[src/rtl/opr_pkg.sv]
package opr_pkg;
  typedef enum logic [2:0] {
    MODE_NONE  = 3'd0,
    MODE_IMM   = 3'd1,
    MODE_ABS   = 3'd2,
    MODE_PTR   = 3'd3,
    MODE_REG   = 3'd4,
    MODE_REGPT = 3'd5,
    MODE_BIDX  = 3'd6,
    MODE_STK   = 3'd7
  } mode_e;

  typedef enum logic [1:0] {
    ST_IDLE  = 2'd0,
    ST_READ1 = 2'd1,
    ST_READ2 = 2'd2
  } state_e;

  // strobes from control to datapath
  typedef struct packed {
    logic accept;    // instruction taken this cycle
    logic issueEa;   // read at effective address
    logic issuePtr;  // read at returned pointer
    logic outComb;   // operand available without memory
    logic outMem;    // operand is the returned read word
  } ctrl_t;
endpackage

[src/rtl/opr_control.sv]
module opr_control
  import opr_pkg::*;
(
  input  logic       clk,
  input  logic       rstN,
  input  logic       instValid,
  input  logic [2:0] instMode,
  output logic       ready,
  output ctrl_t      ctrl
);
  state_e state, stateNext;
  logic   chainQ;
  mode_e  mode;

  assign mode  = mode_e'(instMode);
  assign ready = (state == ST_IDLE);

  always_comb begin
    ctrl      = '0;
    stateNext = state;
    unique case (state)
      ST_IDLE: if (instValid) begin
        ctrl.accept = 1'b1;
        if (mode == MODE_NONE || mode == MODE_IMM || mode == MODE_REG) begin
          ctrl.outComb = 1'b1;
        end else begin
          ctrl.issueEa = 1'b1;
          stateNext    = ST_READ1;
        end
      end
      ST_READ1: if (chainQ) begin
        ctrl.issuePtr = 1'b1;
        stateNext     = ST_READ2;
      end else begin
        ctrl.outMem = 1'b1;
        stateNext   = ST_IDLE;
      end
      ST_READ2: begin
        ctrl.outMem = 1'b1;
        stateNext   = ST_IDLE;
      end
      default: stateNext = ST_IDLE;
    endcase
  end

  always_ff @(posedge clk or negedge rstN) begin
    if (!rstN) begin
      state  <= ST_IDLE;
      chainQ <= 1'b0;
    end else begin
      state <= stateNext;
      if (ctrl.accept) chainQ <= (mode == MODE_PTR);
    end
  end
endmodule

[src/rtl/opr_datapath.sv]
module opr_datapath
  import opr_pkg::*;
#(
  parameter int DATA_W   = 32,
  parameter int REG_N    = 8,
  parameter int SHORT_W  = 8,
  localparam int RSEL_W  = $clog2(REG_N)
) (
  input  logic              clk,
  input  logic              rstN,
  input  ctrl_t             ctrl,
  input  logic [2:0]        instMode,
  input  logic [RSEL_W-1:0] instReg,
  input  logic [RSEL_W-1:0] instIndex,
  input  logic [1:0]        instScale,
  input  logic [DATA_W-1:0] instAddr,
  input  logic              instDispWide,
  input  logic              instAccAdd,
  input  logic              regWe,
  input  logic [RSEL_W-1:0] regWaddr,
  input  logic [DATA_W-1:0] regWdata,
  input  logic              spWe,
  input  logic [DATA_W-1:0] spWdata,
  output logic              memRe,
  output logic [DATA_W-1:0] memAddr,
  input  logic [DATA_W-1:0] memRdata,
  output logic              opValid,
  output logic [DATA_W-1:0] opData,
  output logic [DATA_W-1:0] acc
);
  logic [DATA_W-1:0] regs [REG_N];
  logic [DATA_W-1:0] sp, ea, dispExt, combOp, scaledIdx;
  logic              accAddQ, doAdd;
  mode_e             mode;

  assign mode = mode_e'(instMode);

  for (genvar g = 0; g < REG_N; g++) begin : gReg
    always_ff @(posedge clk or negedge rstN) begin
      if (!rstN)                        regs[g] <= '0;
      else if (regWe && regWaddr == g)  regs[g] <= regWdata;
    end
  end

  always_ff @(posedge clk or negedge rstN) begin
    if (!rstN)     sp <= '0;
    else if (spWe) sp <= spWdata;
  end

  assign dispExt   = instDispWide ? instAddr
                   : {{(DATA_W-SHORT_W){instAddr[SHORT_W-1]}}, instAddr[SHORT_W-1:0]};
  assign scaledIdx = regs[instIndex] << instScale;

  always_comb begin
    unique case (mode)
      MODE_REGPT: ea = regs[instReg];
      MODE_BIDX:  ea = dispExt + regs[instReg] + scaledIdx;
      MODE_STK:   ea = sp;
      default:    ea = instAddr;
    endcase
    unique case (mode)
      MODE_IMM: combOp = instAddr;
      MODE_REG: combOp = regs[instReg];
      default:  combOp = '0;
    endcase
  end

  assign memRe   = ctrl.issueEa | ctrl.issuePtr;
  assign memAddr = ctrl.issuePtr ? memRdata : ea;
  assign opValid = ctrl.outComb | ctrl.outMem;
  assign opData  = ctrl.outMem ? memRdata : combOp;
  assign doAdd   = ctrl.outComb ? instAccAdd : accAddQ;

  always_ff @(posedge clk or negedge rstN) begin
    if (!rstN) begin
      accAddQ <= 1'b0;
      acc     <= '0;
    end else begin
      if (ctrl.accept)      accAddQ <= instAccAdd;
      if (opValid && doAdd) acc     <= acc + opData;
    end
  end
endmodule

[src/rtl/operand_resolver.sv]
module operand_resolver
  import opr_pkg::*;
#(
  parameter int DATA_W  = 32,
  parameter int REG_N   = 8,
  parameter int SHORT_W = 8,
  localparam int RSEL_W = $clog2(REG_N)
) (
  input  logic              clk,
  input  logic              rstN,
  input  logic              instValid,
  output logic              instReady,
  input  logic [2:0]        instMode,
  input  logic [RSEL_W-1:0] instReg,
  input  logic [RSEL_W-1:0] instIndex,
  input  logic [1:0]        instScale,
  input  logic [DATA_W-1:0] instAddr,
  input  logic              instDispWide,
  input  logic              instAccAdd,
  input  logic              regWe,
  input  logic [RSEL_W-1:0] regWaddr,
  input  logic [DATA_W-1:0] regWdata,
  input  logic              spWe,
  input  logic [DATA_W-1:0] spWdata,
  output logic              memRe,
  output logic [DATA_W-1:0] memAddr,
  input  logic [DATA_W-1:0] memRdata,
  output logic              opValid,
  output logic [DATA_W-1:0] opData,
  output logic [DATA_W-1:0] acc
);
  ctrl_t ctrl;

  opr_control uCtl (
    .clk(clk), .rstN(rstN), .instValid(instValid), .instMode(instMode),
    .ready(instReady), .ctrl(ctrl)
  );

  opr_datapath #(.DATA_W(DATA_W), .REG_N(REG_N), .SHORT_W(SHORT_W)) uDp (
    .clk(clk), .rstN(rstN), .ctrl(ctrl), .instMode(instMode),
    .instReg(instReg), .instIndex(instIndex), .instScale(instScale),
    .instAddr(instAddr), .instDispWide(instDispWide), .instAccAdd(instAccAdd),
    .regWe(regWe), .regWaddr(regWaddr), .regWdata(regWdata),
    .spWe(spWe), .spWdata(spWdata),
    .memRe(memRe), .memAddr(memAddr), .memRdata(memRdata),
    .opValid(opValid), .opData(opData), .acc(acc)
  );
endmodule

[config.mk]
export PLATFORM = sky130hd
export DESIGN_NAME = operand_resolver
export DESIGN_NICKNAME = d
export VERILOG_FILES = /design/src/rtl/opr_pkg.sv /design/src/rtl/opr_control.sv /design/src/rtl/opr_datapath.sv /design/src/rtl/operand_resolver.sv
export SDC_FILE = /design/constraint.sdc
export NUM_CORES = 1
export LEC_CHECK = 0
export BUFFER_PORTS_ARGS = -buffer_cell sky130_fd_sc_hd__buf_2
export CAP_MARGIN = 20
export CORE_MARGIN = 4
export CORE_UTILIZATION = 45
export DETAILED_ROUTE_END_ITERATION = 6
export GPL_TIMING_DRIVEN = 0
export REMOVE_ABC_BUFFERS = 1
export SYNTH_ARGS = -nofsm -noshare
export SYNTH_HDL_FRONTEND = slang
export SYNTH_HIERARCHICAL = 1
export SYNTH_SLANG_ARGS = --single-unit
[constraint.sdc]
create_clock -name clk -period 15.6 [get_ports clk]
set_clock_uncertainty 0.15 [all_clocks]
set_input_delay 3.9 -clock clk [delete_from_list [all_inputs] [get_ports clk]]
set_output_delay 3.9 -clock clk [all_outputs]
set_load 0.1 [all_outputs]
==> flow_metrics.tcl, run 1 <==
set metrics [dict create \
    p_leak_nw 11.3 \
    p_per_area_nw_per_um2 171 \
    muxShareOfSynthArea_pct 32.2 \
    maxSlewHeadroom_pct 35.4 \
    vias_per_cell 5.90 \
    io_buffer_count 247 \
    synthXorXnorAreaFrac_pct 1.76 \
    clockBufferDepth 3 \
    grt_usage_pct 24.3 \
    whs_ns 0.352 \
    postCtsSetupBuffers 0 \
    synth-seq-cells 324 \
    finalHoldViolCount 0 \
    grt_pass1_vias 17300 \
    syn_inst 1999 \
    syn2layout_area_growth_pct 15.7 \
    rows 81 \
    ant_nets 0 \
    final_max_slew_viol_count 0 \
    cp-end-kind "primary output" \
    fin_nets 2447 \
    grt_pass1_wl_um 102000 \
    die_w_um 231 \
    finalWirelength_um 65400 \
    die-area_um2 53300 \
    core-area_um2 49100 \
    rsz0062_at_grt "false" \
    fin_crit_ns 13.79 \
    synth-edff-count 0 \
    fin_setup_tns_ns 0 \
    h-tree-depth 2 \
    clkSinkCount 324 \
    clkTransAtPathRegs_ns 0.06 \
    vias 17100 \
    ys.flop_type "dfrtp_1" \
    hold_buffers 0 \
    drc 0 \
    async_reset_ff_share_pct 100 \
    worstMarginPinSlew_ns 0.959 \
    syn_avg_cell_area_um2 11.2 \
    min_path_type "reg2reg" \
    dp_hpwl_um 48500 \
    seq_area_frac_synth_pct 36.3 \
    avgRoutedWirePerCell_um 22.6 \
    overflow 0 \
    cts_resized 0 \
    antenna_found_initial 7 \
    grt_max_degree 122 \
    syn_area_um2 22400 \
    cp-start-kind "input port" \
    numCtsBuffers 38 \
    critical_path_arrival_ns 9.74 \
    ios 248 \
    insertion_delay_ns 0.57 \
    drt-initial-drc-count 1216 \
    status "completed" \
    synth_top_family_by_area "multiplexers" \
    max-vdd-ir-drop_uv 160 \
    crit_required_ns 11.55 \
    ys_warn_count 6 \
    yosysUniqueCellTypes 71 \
    initial_core_util_pct 45.6 \
    yosys.area_share.simple_pct 8.40 \
    fmax_ghz 0.0725 \
    first_pass_iters 5 \
    drive_gt1_share_pct 37.4 \
    worstSetupPathType "in2out" \
    cts-root-buf "clkbuf_16" \
    cap_violations 0 \
    cts_tree "yes" \
    die_h_um 231 \
    worstPathMaxFanout 42 \
    synthAdderAreaFrac_pct 6.54 \
    fin_crit_sh_pct 88.4 \
    place.gp.congestion 0.932 \
    synth_compound_area_share_pct 11.7 \
    setup_violations 0 \
]
-- state kept, by name, indices dropped and copies added, names as in the netlist --
| name | flops |
|---|---|
| uDp/regs | 256 |
| uCtl/state | 2 |
| uDp/accAddQ | 1 |
| uDp/acc | 32 |
| uCtl/chainQ | 1 |
| uDp/sp | 32 |
-- routing by layer --
metal,global-route usage (%),share of wire (%)
met1,34.0,44
met2,40.2,48
met3,4.53,6.3
met4,4.32,1.5
met5,0,0.11
-- synth_stat cells (4+ instances only) --
| master | count | share of area, % |
|---|---|---|
| mux2_2 | 323 | 16 |
| a21oi_1 | 109 | 2.4 |
| clkbuf_1 | 96 | 1.6 |
| a31oi_1 | 11 | 0.31 |
| fa_1 | 33 | 3.0 |
| nand3_1 | 11 | 0.25 |
| nand4_1 | 7 | 0.20 |
| o21ai_2 | 4 | 0.16 |
| or2_2 | 4 | 0.11 |
| buf_2 | 16 | 0.36 |
| o21ai_1 | 6 | 0.13 |
| o211ai_1 | 12 | 0.40 |
| nor3b_1 | 7 | 0.24 |
| a21o_1 | 29 | 0.97 |
| nor2_1 | 103 | 1.7 |
| a221oi_1 | 5 | 0.20 |
| a21oi_2 | 5 | 0.20 |
| ha_1 | 64 | 3.6 |
| nand2_1 | 227 | 3.8 |
| xor2_1 | 16 | 0.63 |
| dfrtp_1 | 324 | 36 |
| o21ai_0 | 111 | 2.5 |
| and3_1 | 8 | 0.22 |
| a22oi_1 | 26 | 0.87 |
| and2_1 | 8 | 0.22 |
| mux4_2 | 129 | 13 |
| o21bai_1 | 13 | 0.44 |
| xnor2_1 | 29 | 1.1 |
| nand2b_1 | 11 | 0.31 |
| nand4b_1 | 6 | 0.24 |
| buf_1 | 11 | 0.18 |
| a211oi_1 | 14 | 0.47 |
| o21a_1 | 14 | 0.47 |
| nor3_1 | 18 | 0.40 |
| buf_4 | 5 | 0.17 |
| o31ai_1 | 10 | 0.34 |
| mux2i_1 | 64 | 2.9 |
| nor2b_1 | 7 | 0.20 |
| o22ai_1 | 9 | 0.25 |
| inv_1 | 47 | 0.79 |
-- cell usage in the layout, fill, tap and decap left out, types with 7 or more instances in the layout --
cell	instances
a211oi_1	14
a21o_1	29
a21oi_1	108
a22oi_1	26
a31oi_1	11
and2_1	7
and3_1	8
buf_16	7
buf_2	242
buf_6	15
buf_8	18
clkbuf_1	11
clkbuf_16	39
clkinv_2	7
dfrtp_1	324
fa_1	33
ha_1	64
inv_1	47
mux2_2	323
mux2i_1	64
mux4_2	129
nand2_1	227
nand2b_1	11
nand3_1	11
nand4_1	7
nor2_1	101
nor2b_1	7
nor3_1	15
o211ai_1	12
o21a_1	13
o21ai_0	111
o21bai_1	13
o22ai_1	9
o31ai_1	10
xnor2_1	29
xor2_1	16
-- final cells by class --
type	instances	area, µm²
diodes	1	2.50
clock buffers	56	1100
clock inverters	11	85.1
fillers	4349	23200
inverters	49	184
multi-input cells	1497	13600
flip-flops and latches	324	8110
well taps	664	831
repair buffers	291	1970
-- kinds of logic (layout without fill, tap and decap cells) --
logic type / Yosys count / count (layout)
compound gates: 407 / 407
xor+xnor: 45 / 45
fa+ha+maj: 97 / 97
buf+inv: 178 / 407
flops: 324 / 324
mux: 517 / 517
other cells: 0 / 1
simple gates: 431 / 431
-- final timing paths --
| check | start | end | slack, ns | cells after the start |
|---|---|---|---|---|
| worst min-delay path | uDp/sp[30] | uDp/sp[30] | 0.35 | 1 |
| worst max register to register | uCtl/state[1] | uDp/acc[30] | 11.07 | 18 |
| worst min register to register | uDp/sp[30] | uDp/sp[30] | 0.35 | 1 |
| min in group asynchronous | rstN | uDp/regs[101] | 3.19 | 1 |
| worst max-delay path | instIndex[0] | memAddr[29] | 1.81 | 20 |
| max in group asynchronous | rstN | uDp/sp[27] | 11.04 | 2 |
-- metrics by stage --
step / power, mW / std cells / setup slack, ns / util (%) / area (µm²)
2_1_floorplan: 3.02 / 1870 / 2.04 / - / 21800
3_3_place_gp: 3.48 / 2781 / 0.706 / 48.7 / 23900
3_5_place_dp: 3.55 / 2825 / 1.87 / 50.3 / 24700
4_1_cts: 4.42 / 2892 / 1.82 / 52.7 / 25900
5_1_grt: 4.68 / 2892 / 1.53 / 52.7 / 25900
6_report: 4.42 / 2893 / 1.81 / 52.7 / 25900
-- power breakdown --
group	total (mW)	leakage, nW	internal (mW)	switching, mW
logic	2.39	6.84	0.835	1.55
registers	1.17	3.90	1.03	0.137
clock network	0.860	0.587	0.491	0.369
-- critical path, cell delays in order --
cell and delay, ns:
buf_4 0.41, buf_16 0.36, mux4_2 0.55, mux2i_1 0.26, mux2_2 0.23, nor2_1 0.06, fa_1 0.49, ha_1 0.25
fa_1 0.47, a21o_1 0.19, a21oi_1 0.34, o21ai_2 0.20, a2111oi_4 0.36, nor3_1 0.15, nor3_2 0.22, o21bai_1 0.13
and2_1 0.18, nand4b_1 0.19, a32oi_1 0.26, buf_2 0.47
(Power assumes the default switching activity.)
==> run 2: changes to the inputs <==
--- a/config.mk
+++ b/config.mk
@@ -10,7 +10,6 @@
 export CORE_MARGIN = 4
 export CORE_UTILIZATION = 45
 export DETAILED_ROUTE_END_ITERATION = 6
-export GPL_TIMING_DRIVEN = 0
 export REMOVE_ABC_BUFFERS = 1
 export SYNTH_ARGS = -nofsm -noshare
 export SYNTH_HDL_FRONTEND = slang
==> flow_metrics.tcl, run 2 (synthesis gave the netlist of run 1 again) <==
set metrics [dict create \
    clockBufferDepth 3 \
    fin_ws_ns 1.80 \
    final_max_slew_viol_count 0 \
    postCtsSetupBuffers 0 \
    insertion_delay_ns 0.57 \
    rsz0062_at_grt "false" \
    hold_buffers 0 \
    drt-initial-drc-count 1087 \
    r2r_cells 20 \
    initial_core_util_pct 45.6 \
    final_common_cell "dfrtp_1" \
    die_h_um 231 \
    place.gp.congestion 0.913 \
    numCtsBuffers 38 \
    grt_usage_pct 24.4 \
    p_clk_share_pct 20.6 \
    p_int_mw 2.40 \
    power_mw 4.46 \
    worstMarginPinSlew_ns 0.976 \
    vias 17100 \
    fmax_ghz 0.0725 \
    cp-end-kind "primary output" \
    reg2reg_from "uCtl/state[1]" \
    core-area_um2 49100 \
    final_util_pct 51.9 \
    grtUsageMet2_pct 39.3 \
    io_buffer_count 247 \
    drc 0 \
    power.share.sequential_pct 26.3 \
    hp-start "uDp/sp[23]" \
    cts_resized 0 \
    grt_pass1_vias 17700 \
    antenna_found_initial 12 \
    finalWirelength_um 65600 \
    rr_endpoint "uDp/acc[30]" \
    first_pass_iters 5 \
    hold_depth 1 \
    top_register "uDp/regs" \
    fin_nets 2428 \
    ant_nets 0 \
    finalNonFillerCells 2878 \
    status "completed" \
    critical_path_arrival_ns 9.75 \
    busiest_layer "met2" \
    dpl.cell_count 2806 \
    drive_gt1_share_pct 37.1 \
    crit_required_ns 11.55 \
    setup_violations 0 \
    clkSinkCount 324 \
    maxSlewHeadroom_pct 35.0 \
    overflow 0 \
    vias_per_cell 5.95 \
    dp_hpwl_um 46100 \
    cap_violations 0 \
    p_leak_nw 11.2 \
    cts_tree "yes" \
    pwr-share-comb_pct 53.1 \
    max-vdd-ir-drop_uv 141 \
    grt_pass1_wl_um 103000 \
    cts-root-buf "clkbuf_16" \
    die_w_um 231 \
    clkTransAtPathRegs_ns 0.06 \
    final_cell_mix "dfrtp_1 (324), mux2_2 (323), buf_2 (244), nand2_1 (227), mux4_2 (129)" \
    min_path_type "reg2reg" \
    ios 248 \
    worstPathMaxFanout 45 \
    p_per_area_nw_per_um2 175 \
    cp-start-kind "input port" \
    h-tree-depth 2 \
    met1_usage_pct 34.0 \
    dp_worst_setup_slack_ns 1.87 \
    holdPathEnd "uDp/sp[23]" \
    largest_register_ffs 256 \
    fin_crit_sh_pct 88.4 \
    fin_crit_ns 13.80 \
    avgRoutedWirePerCell_um 22.8 \
    syn2layout_area_growth_pct 13.9 \
    worstSetupPathType "in2out" \
    gr-usage-met3_pct 4.34 \
    switching_power_mw 2.06 \
    die-area_um2 53300 \
    r2r_slack_ns 10.76 \
    fin_setup_tns_ns 0 \
    sw_frac_of_total_pct 46.2 \
    rows 81 \
    finalHoldViolCount 0 \
    top_regs "uDp/regs: 256 flops, uDp/acc: 32 flops, uDp/sp: 32 flops" \
    grt_max_degree 150 \
]
-- run 2: final cells by class --
type	instances	area, µm²
timing repair buffer	272	1450
inverter	49	184
tap	664	831
antenna	3	7.51
multi-input combinational	1497	13600
clock buffer	55	1100
fill	4410	23600
clock inverter	14	191
sequential	324	8110
-- run 2: power by group through the flow --
stage | Combinational (mW) | Sequential (mW) | Clock [mW]
floorplan | 1.65 | 1.37 | 0
global placement | 2.32 | 1.16 | 0
detailed placement | 2.35 | 1.18 | 0
CTS | 2.36 | 1.17 | 0.945
global route | 2.56 | 1.20 | 0.978
finish | 2.37 | 1.17 | 0.919
-- run 2: metal layers --
| metal | vias up | wire length (µm) |
|---|---|---|
| li1 | 7773 | - |
| met4 | 16 | 1840 |
| met3 | 125 | 4120 |
| met2 | 543 | 30800 |
| met1 | 8679 | 28800 |
| met5 | - | 96 |
-- run 2: worst max-delay path, cell delays in order --
cell	delay, ns
buf_4	0.72
buf_4	0.53
mux4_2	0.55
mux2i_1	0.25
nand2_1	0.09
o21ai_0	0.12
mux2i_1	0.16
fa_1	0.44
ha_1	0.35
a21oi_1	0.14
o21ai_0	0.13
a2111o_1	0.40
a21oi_1	0.25
o41ai_1	0.13
o21ai_0	0.42
a21oi_1	0.19
o31ai_1	0.28
o311a_1	0.20
buf_2	0.42
-- run 2: worst max-delay path by stage --
stage	start	end	slack, ns	cells past startpoint
5_1_grt	instIndex[0]	memAddr[26]	1.47	19
2_1_floorplan	instIndex[0]	memAddr[11]	2.04	17
4_1_cts	instIndex[0]	memAddr[26]	1.86	19
3_5_place_dp	instIndex[0]	memAddr[26]	1.87	19
6_report	instIndex[0]	memAddr[26]	1.80	19
3_3_place_gp	instIndex[0]	memAddr[26]	1.84	19
-- run 2: stage by stage --
step                hold slack [ns]  instance area [µm²]
detailed placement            0.337                24200
floorplan                     0.314                21800
finish                        0.354                25500
CTS                           0.357                25500
global route                  0.369                25500
global placement              0.334                24200
==> run 3: changes to the inputs <==
--- a/config.mk
+++ b/config.mk
@@ -7,9 +7,12 @@
 export LEC_CHECK = 0
 export BUFFER_PORTS_ARGS = -buffer_cell sky130_fd_sc_hd__buf_2
 export CAP_MARGIN = 20
+export CELL_PAD_IN_SITES_DETAIL_PLACEMENT = 0
+export CELL_PAD_IN_SITES_GLOBAL_PLACEMENT = 2
 export CORE_MARGIN = 4
-export CORE_UTILIZATION = 45
+export CORE_UTILIZATION = 43
 export DETAILED_ROUTE_END_ITERATION = 6
+export PLACE_DENSITY_LB_ADDON = 0.1
 export REMOVE_ABC_BUFFERS = 1
 export SYNTH_ARGS = -nofsm -noshare
 export SYNTH_HDL_FRONTEND = slang
==> flow_metrics.tcl, run 3 (synthesis gave the netlist of run 1 again) <==
set metrics [dict create \
    routed.top_layer "met5" \
    max-vdd-ir-drop_uv 113 \
    cts_resized 0 \
    fin_crit_sh_pct 87.9 \
    cap_violations 0 \
    io_buffer_count 247 \
    place.gp.congestion 0.876 \
    core-area_um2 51400 \
    finalHoldViolCount 0 \
    final_area_um2 25600 \
    finalNonFillerCells 2904 \
    final_common_cell "dfrtp_1" \
    worstPathMaxFanout 39 \
    setup_violations 0 \
    first_pass_iters 5 \
    die-area_um2 55700 \
    finalWirelength_um 68600 \
    clockBufferDepth 3 \
    h-tree-depth 2 \
    top_regs "uDp/regs: 256 flops, uDp/acc: 32 flops, uDp/sp: 32 flops" \
    fin_setup_tns_ns 0 \
    fin_crit_ns 13.71 \
    dpl.cell_count 2824 \
    worstSetupPathType "in2out" \
    insertion_delay_ns 0.57 \
    grt_pass1_wl_um 106000 \
    wl_met2_um 31900 \
    cp-start-kind "input port" \
    drt-initial-drc-count 1137 \
    min_path_type "reg2reg" \
    p_leak_nw 11.2 \
    setup.worst_path.start "instIndex[0]" \
    largest_register_ffs 256 \
    critical_path_arrival_ns 9.66 \
    wl_met1_um 32100 \
    overflow 0 \
    rows 83 \
    fmax_ghz 0.0729 \
    avgRoutedWirePerCell_um 23.6 \
    status "completed" \
    crit_required_ns 11.55 \
    fin_ws_ns 1.89 \
    dp_worst_setup_slack_ns 1.81 \
    die_w_um 236 \
    drive_gt1_share_pct 37.2 \
    power_mw 4.54 \
    worstMarginPinSlew_ns 1.15 \
    grt_usage_pct 24.3 \
    maxSlewHeadroom_pct 23.2 \
    initial_core_util_pct 43.5 \
    cts-root-buf "clkbuf_16" \
    ant_nets 0 \
    top_register "uDp/regs" \
    reg2reg_from "uCtl/state[1]" \
    rsz0062_at_grt "false" \
    dp_hpwl_um 48300 \
    vias 16900 \
    numCtsBuffers 40 \
    vias_per_cell 5.81 \
    wl_met3_um 3430 \
    final_cell_mix "dfrtp_1 (324), mux2_2 (323), buf_2 (244), nand2_1 (227), mux4_2 (129)" \
    clkSinkCount 324 \
    clkTransAtPathRegs_ns 0.05 \
    hold_buffers 0 \
    hp-start "uDp/sp[30]" \
    p_per_area_nw_per_um2 177 \
    grt_max_degree 82 \
    die_h_um 236 \
    cp-end-kind "primary output" \
    final_max_slew_viol_count 0 \
    fin_nets 2433 \
    cts_tree "yes" \
    syn2layout_area_growth_pct 14.6 \
    grt_pass1_vias 17100 \
    postCtsSetupBuffers 0 \
    drc 0 \
    ios 248 \
    place_area_um2 24200 \
    antenna_found_initial 5 \
]
-- run 3: cell count changes in the layout (fill, tap and decap cells not counted), moves of 3 or more --
cell	before	now
buf_4	26	29
clkbuf_16	38	41
clkinv_2	7	4
diode_2	3	7
-- run 3: cell type report --
cell class / instances / area, µm²
clock buffers: 60 / 1200
flip-flops and latches: 324 / 8110
clock inverters: 12 / 203
fillers: 4830 / 25800
well taps: 680 / 851
multi-input cells: 1497 / 13600
diodes: 7 / 17.5
inverters: 49 / 184
repair buffers: 275 / 1480
-- run 3: stage by stage --
stage	hold WS (ns)	util, %
after CTS	0.357	49.8
after floorplan	0.314	-
after global placement	0.336	47.0
after global routing	0.376	49.8
final	0.353	49.9
after detailed placement	0.337	47.0
-- run 3: worst max-delay path, cell delays in order --
cell and delay, ns:
buf_4 0.62, buf_4 0.60, mux4_2 0.57, mux2i_1 0.31, nand2_1 0.09, nand2_1 0.11
mux2i_1 0.10, fa_1 0.49, ha_1 0.33, a21oi_1 0.12, o21ai_0 0.12, a2111o_1 0.41
a21oi_1 0.22, o41ai_1 0.12, o21ai_0 0.39, a21oi_1 0.19, o31ai_1 0.29, o311a_1 0.20
buf_2 0.42
-- run 3: final timing paths --
check | end | slack, ns | depth (start not counted)
max reg2reg | uDp/acc[30] | 10.79 | 20
max in group asynchronous | uDp/regs[158] | 9.35 | 4
min reg2reg | uDp/sp[30] | 0.35 | 1
min | uDp/sp[30] | 0.35 | 1
max | memAddr[26] | 1.89 | 19
min in group asynchronous | uDp/acc[0] | 3.15 | 1
-- run 3: per-layer routing --
layer	track usage, %	vias up
li1	-	7815
met1	36.0	8615
met2	38.4	374
met3	4.10	72
met4	4.02	8
met5	0	-
-- run 3: report_power, final --
group | total, mW | internal, mW | leakage, nW | switching (mW)
logic | 2.38 | 0.822 | 6.63 | 1.56
clock network | 0.987 | 0.599 | 0.683 | 0.388
registers | 1.17 | 1.03 | 3.90 | 0.137
total | 4.54 | 2.45 | 11.2 | 2.09
